--- src/rtl/lane_pkg.sv ---
package lane_pkg;
   localparam int SIZE_W = 2;
   typedef enum logic [SIZE_W-1:0] {
      SZ_BYTE = 2'd0,
      SZ_HALF = 2'd1,
      SZ_WORD = 2'd2,
      SZ_BAD  = 2'd3
   } acc_size_e;
endpackage

--- src/rtl/lane_enable_gen.sv ---
module lane_enable_gen #(
   parameter int LANES  = 4,
   parameter int OFF_W  = 2,
   parameter int SIZE_W = 2
) (
   input  logic [OFF_W-1:0]  offset,
   input  logic [SIZE_W-1:0] size,
   input  logic              big_endian,
   output logic [LANES-1:0]  lane_en,
   output logic [OFF_W-1:0]  low_mask,
   output logic              misaligned
);
   // low_mask marks the offset bits that lie inside one access
   always_comb begin
      for (int b = 0; b < OFF_W; b++) begin
         low_mask[b] = (b < int'(size));
      end
      misaligned = (int'(size) > OFF_W) || ((offset & low_mask) != '0);
   end

   genvar i;
   generate
      for (i = 0; i < LANES; i++) begin : g_lane
         localparam logic [OFF_W-1:0] LE_POS = OFF_W'(i);
         localparam logic [OFF_W-1:0] BE_POS = OFF_W'(LANES - 1 - i);
         logic [OFF_W-1:0] pos;
         assign pos        = big_endian ? BE_POS : LE_POS;
         assign lane_en[i] = !misaligned && ((pos & ~low_mask) == (offset & ~low_mask));
      end
   endgenerate

   // an aligned access always selects at least one lane
   always_comb begin
      if (misaligned == 1'b0) begin
         a_r3_some_lane: assert (lane_en != '0);
      end
   end
endmodule

--- src/rtl/lane_load_extract.sv ---
module lane_load_extract #(
   parameter int LANES  = 4,
   parameter int OFF_W  = 2,
   parameter int SIZE_W = 2
) (
   input  logic [8*LANES-1:0] word,
   input  logic [OFF_W-1:0]   offset,
   input  logic [SIZE_W-1:0]  size,
   input  logic               big_endian,
   output logic [8*LANES-1:0] value
);
   always_comb begin
      int nbytes;
      int low;
      nbytes = 1 << size;
      low    = big_endian ? (LANES - int'(offset) - nbytes) : int'(offset);
      value  = '0;
      for (int k = 0; k < LANES; k++) begin
         if (k < nbytes) begin
            value[8*k +: 8] = word[8*((low + k) & (LANES - 1)) +: 8];
         end
      end
   end
endmodule

--- src/rtl/byte_lane_steer.sv ---
module byte_lane_steer
   import lane_pkg::*;
#(
   parameter int ADDR_W = 32,
   parameter int DATA_W = 32
) (
   input  logic                          clk,
   input  logic                          rst_n,
   input  logic                          big_endian,
   input  logic                          req_valid,
   input  logic                          req_write,
   input  logic [SIZE_W-1:0]             req_size,
   input  logic [ADDR_W-1:0]             req_addr,
   input  logic [DATA_W-1:0]             req_wdata,
   output logic                          mem_valid,
   output logic                          mem_write,
   output logic [ADDR_W-$clog2(DATA_W/8)-1:0] mem_index,
   output logic [DATA_W/8-1:0]           mem_be,
   output logic [DATA_W-1:0]             mem_wdata,
   output logic                          misalign_err,
   input  logic                          mem_rvalid,
   input  logic [DATA_W-1:0]             mem_rdata,
   output logic                          ld_valid,
   output logic [DATA_W-1:0]             ld_data
);
   localparam int LANES = DATA_W / 8;
   localparam int OFF_W = $clog2(LANES);

   generate
      if (DATA_W % 8 != 0 || LANES < 2 || (1 << OFF_W) != LANES) begin : g_bad_width
         $error("byte_lane_steer: DATA_W must be a power-of-two number of bytes, at least 2");
      end
      if (OFF_W + 1 > (1 << SIZE_W)) begin : g_bad_size
         $error("byte_lane_steer: size code too narrow for DATA_W");
      end
      if (ADDR_W <= OFF_W) begin : g_bad_addr
         $error("byte_lane_steer: ADDR_W too small");
      end
   endgenerate

   logic [OFF_W-1:0]  req_off;
   logic [LANES-1:0]  lane_en;
   logic [OFF_W-1:0]  low_mask;
   logic              misaligned;
   logic [DATA_W-1:0] steered;

   assign req_off = req_addr[OFF_W-1:0];

   lane_enable_gen #(.LANES(LANES), .OFF_W(OFF_W), .SIZE_W(SIZE_W)) i_enable (
      .offset     (req_off),
      .size       (req_size),
      .big_endian (big_endian),
      .lane_en    (lane_en),
      .low_mask   (low_mask),
      .misaligned (misaligned)
   );

   // lane i carries value byte (i mod access bytes): replication in both orders
   always_comb begin
      for (int i = 0; i < LANES; i++) begin
         steered[8*i +: 8] = req_wdata[8*(i & int'(low_mask)) +: 8];
      end
   end

   logic [SIZE_W-1:0] size_q;
   logic [OFF_W-1:0]  ctx_off;
   logic [SIZE_W-1:0] ctx_size;
   logic              ctx_big;
   logic [SIZE_W-1:0] ld_size_q;
   logic [DATA_W-1:0] extracted;

   lane_load_extract #(.LANES(LANES), .OFF_W(OFF_W), .SIZE_W(SIZE_W)) i_extract (
      .word       (mem_rdata),
      .offset     (ctx_off),
      .size       (ctx_size),
      .big_endian (ctx_big),
      .value      (extracted)
   );

   always_ff @(posedge clk) begin
      if (!rst_n) begin
         mem_valid    <= 1'b0;
         mem_write    <= 1'b0;
         mem_index    <= '0;
         mem_be       <= '0;
         mem_wdata    <= '0;
         misalign_err <= 1'b0;
         size_q       <= '0;
         ctx_off      <= '0;
         ctx_size     <= '0;
         ctx_big      <= 1'b0;
         ld_valid     <= 1'b0;
         ld_data      <= '0;
         ld_size_q    <= '0;
      end else begin
         mem_valid    <= req_valid && !misaligned;
         mem_write    <= req_valid && req_write && !misaligned;
         misalign_err <= req_valid && misaligned;
         mem_be       <= req_valid ? lane_en : '0;
         if (req_valid) begin
            mem_index <= req_addr[ADDR_W-1:OFF_W];
            mem_wdata <= steered;
            size_q    <= req_size;
         end
         if (req_valid && !req_write && !misaligned) begin
            ctx_off  <= req_off;
            ctx_size <= req_size;
            ctx_big  <= big_endian;
         end
         ld_valid <= mem_rvalid;
         if (mem_rvalid) begin
            ld_data   <= extracted;
            ld_size_q <= ctx_size;
         end
      end
   end

   a_r1_index: assert property (@(posedge clk) disable iff (!rst_n)
      mem_valid |-> mem_index == $past(req_addr[ADDR_W-1:OFF_W]));
   a_r2_lane_count: assert property (@(posedge clk) disable iff (!rst_n)
      mem_valid |-> $countones(mem_be) == (1 << size_q));
   a_r5_err_quiet: assert property (@(posedge clk) disable iff (!rst_n)
      misalign_err |-> (mem_be == '0 && !mem_valid && !mem_write));
   a_r6_ld_follow: assert property (@(posedge clk) disable iff (!rst_n)
      mem_rvalid |=> ld_valid);
   a_r6_zero_ext: assert property (@(posedge clk) disable iff (!rst_n)
      (ld_valid && ld_size_q == SZ_BYTE) |-> ld_data[DATA_W-1:8] == '0);
   a_r9_idle: assert property (@(posedge clk) disable iff (!rst_n)
      !req_valid |=> (!mem_valid && !misalign_err && mem_be == '0));
endmodule

--- config.mk ---
export PLATFORM = sky130hd
export DESIGN_NAME = byte_lane_steer
export DESIGN_NICKNAME = d
export VERILOG_FILES = /design/src/rtl/lane_pkg.sv /design/src/rtl/lane_enable_gen.sv /design/src/rtl/lane_load_extract.sv /design/src/rtl/byte_lane_steer.sv
export SDC_FILE = /design/constraint.sdc
export NUM_CORES = 1
export LEC_CHECK = 0
export BUFFER_PORTS_ARGS = -buffer_cell sky130_fd_sc_hd__buf_2
export CORE_MARGIN = 4
export CORE_UTILIZATION = 39
export CTS_CLUSTER_SIZE = 20
export DETAILED_ROUTE_END_ITERATION = 6
export HOLD_SLACK_MARGIN = 0.12
export PLACE_DENSITY = 0.66
export SYNTH_ARGS = -nofsm -noshare
export SYNTH_HDL_FRONTEND = slang
export SYNTH_SLANG_ARGS = --single-unit
export TNS_END_PERCENT = 30
--- constraint.sdc ---
create_clock -name clk -period 2.7 [get_ports clk]
set_input_delay 0.135 -clock clk [delete_from_list [all_inputs] [get_ports clk]]
set_output_delay 0.135 -clock clk [all_outputs]
set_load 0.05 [all_outputs]
==> summary.txt <==
Status
  – Status: finished, final reports clean

Synth
  – Cell Area, Synth: 0.005365 mm²
  – Flops & latches, synth: ~110
  – Mean post-synth cell area: 10.05 µm²
  – Post-synth EDFFs: 0
  – Synth top area share: 39.93%
  – Main synth FF type: dfxtp_1
  – Unique masters post-synth: 50
  – Asr flop ratio synth: 0%
  – Top cell type by total area after synthesis: dfxtp_1
  – Seq/Total Area, Yosys: 39.93%
  – Mapped Cells: 534
  – Syn nets: 640
  – Synth area leaders: dfxtp_1 (40%), mux2i_1 (21%), nor2b_1 (6.3%)
  – Ys Warns: 0

Setup path
  – Worst Setup Start Kind: flop
  – Critical Path RT: 2950 ps
  – Data arrival time of the worst path: 2670 ps
  – Crit Path Max Fanout: 23
  – Crit. End Element: flop
  – Setup CP Type: flop to flop

Timing
  – Skew final: 7.115 ps
  – Tcrit/Tclk final: 89.72%
  – Post-layout min period: around 2400 ps
  – Max Freq: 0.4128 GHz
  – RSZ-0062 raised after global routing: no
  – Setup TNS: 0 ps
  – Final hold vios: 0
  – Final setup viols: 0
  – Worst-Margin Slew: approximately 710 ps
  – Slew headroom: 52.79%
  – Slew Viols, Final: 0

Clock network
  – H-tree depth: 3
  – CTS Buf Count: 9
  – Reg clk slew, reported paths: about 70 ps
  – Post-CTS setup buffer count: 0
  – CTS tree: yes
  – Post-CTS resize count: 0
  – Clk Latency, worst-skew pair: 350 ps
  – Cell chosen for the clock root: clkbuf_16
  – CTS Buffer Depth: 2
  – Sink Count: roughly 110
  – Number of hold buffers added after CTS: 43

Routing
  – First-pass DRT Iterations: 5
  – Antenna viol nets, final: 0
  – Vias post-DR: approximately 5000
  – Initial drt markers: 300
  – Drt drc: 0
  – DR WL/cell: about 17 µm
  – Vias per Instance: around 5.2
  – Post-Route WL: 16100 µm

Floorplan
  – Die height: about 130 µm
  – Cell Rows: 42
  – Initial core utilization: 40.19%
  – Core region area: 0.01335 mm²
  – Die width: between 100 and 150 µm
  – I/O Pins: 206
  – Die area: 0.01570 mm²

Finish
  – Finished Core Util: a little over half
  – N_diodes: 0
  – Area Overhead vs Synth: 35.63%
  – Share of layout cells above drive strength 1: 33.12%
  – Fin nets: 871

Global routing
  – Total GRT Usage: 20.24%
  – Antenna violations before repair: 0
  – Largest net degree at the start of global routing: between 40 and 50
  – First-pass GRT wire length: 25880 µm
  – Number of global-route vias before repair: 4981
  – Overflow after GRT: 0

Pwr
  – Part of the power in the clock network: 34.9%
  – Reg power frac: 41.5%
  – Comb pwr share: 23.6%
  – Sw Ratio: approximately 31%
  – Power density over the cells: around 570 mW/mm²
  – Worst VDD drop: 418.0 µV
  – Leak pwr: 3.656 nW
  – Total power after layout: roughly 4 mW
  – Switch Pwr: roughly 1.3 mW
  – P_int: between 2 and 3 mW

Worst hold path
  – Hold Path Class: primary input to flop

Placement
  – GPL Wtd Cong: 0.8573
  – Port bufs: slightly above 200
  – HPWL Detailed: around 12000 µm

Run
  – Max Cap Violations: 0
-- worst max-delay path, stage by stage (launching register included) --
cell and delay [ps]:
dfxtp_1 360, or2_2 320, ha_1 210, and4b_4 220, a21o_4 290, xnor3_1 540, nor3_1 100, a221o_1 270
-- sequential cells by signal (all words and copies together), names as in the netlist --
register	count
ctx_big	1
ctx_off	2
ctx_size	2
ld_data	32
ld_valid	1
mem_be	4
mem_index	30
mem_valid	1
mem_wdata	32
mem_write	1
misalign_err	1
-- cells by family after synthesis --
group | Yosys count | share of synthesized area [%]
mux | 130 | 26.38
fa+ha+maj | 2 | 0.4663
xor+xnor | 3 | 1.376
simple gates | 149 | 14.27
flops | 107 | 39.93
compound gates | 96 | 13.64
buf+inv | 47 | 3.941
-- per-stage QoR --
| stage | cells | cell area, µm² | hold WS [ps] | worst slack (ps) |
|---|---|---|---|---|
| 6_report | 946 | 7277 | 135.3 | 277.5 |
| 5_1_grt | 946 | 7277 | 135.3 | 143.6 |
| 4_1_cts | 946 | 7277 | 125.5 | 278.3 |
| 3_5_place_dp | 887 | 6521 | 377.6 | 277.8 |
| 3_3_place_gp | 887 | 6521 | 379.4 | 365.0 |
| 2_1_floorplan | 534 | 5365 | 256.7 | 401.2 |
-- synth_stat cells (4+ instances only) --
master,n
nor2b_1,54
clkbuf_1,24
nand3_1,12
inv_1,5
nor3_1,6
o211ai_1,7
dfxtp_1,107
mux2_2,7
buf_1,5
o21a_1,4
a22o_1,20
nand2_1,51
o211a_1,17
nor2_1,12
mux2i_1,113
a21oi_1,9
mux4_2,7
buf_2,7
o21ai_0,22
-- path summary, 6_finish.rpt --
| check | start | to | slack (ps) | cells after the start |
|---|---|---|---|---|
| max | ctx_size[1] | ld_data[31] | 280 | 7 |
| min | req_wdata[20] | mem_wdata[20] | 140 | 4 |
| max reg2reg | ctx_size[1] | ld_data[31] | 280 | 7 |
| min reg2reg | ld_data[23] | ld_data[23] | 470 | 2 |
-- power by group through the flow --
| stage | clock [mW] | sequential (mW) | combinational (mW) |
|---|---|---|---|
| floorplan | 0 | 2.01 | 0.388 |
| finish | 1.44 | 1.71 | 0.972 |
| CTS | 1.48 | 1.71 | 0.973 |
| detailed placement | 0 | 1.74 | 0.922 |
| global route | 1.55 | 1.72 | 1.04 |
| global placement | 0 | 1.74 | 0.908 |
-- layout make-up --
cell class / count / area [µm²]
inverters: 7 / 26.28
clock inverters: 6 / 96.34
flip-flops and latches: 107 / 2142
clock buffers: 10 / 229.0
repair buffers: 260 / 1549
fillers: 1182 / 6071
well taps: 176 / 220.2
multi-input cells: 380 / 3014
-- layout by cell type, fill, tap and decap left out, drive strengths merged, types with 3 or more instances in the layout --
master and n:
buf 217, mux2i 115, dfxtp 107, nor2b 55
nand2 51, dlygate4sd3 43, o21ai 22, a22o 20
o211a 17, nor2 12, nand3 12, clkbuf 10
a21oi 9, mux2 8, o211ai 7, mux4 7
inv 7, nor3 6, o21a 4, o32ai 3
a41oi 3, nand4 3, clkinv 3
-- routing by layer --
layer / track usage (%) / part of all wire [%] / vias to the layer above
li1: - / - / 2386
met1: 24.53 / 41 / 2333
met2: 34.45 / 49 / 195
met3: 5.458 / 7.2 / 23
met4: 7.589 / 2.3 / 0
met5: 0 / 0 / -
Power figures use the tool's default switching activity.
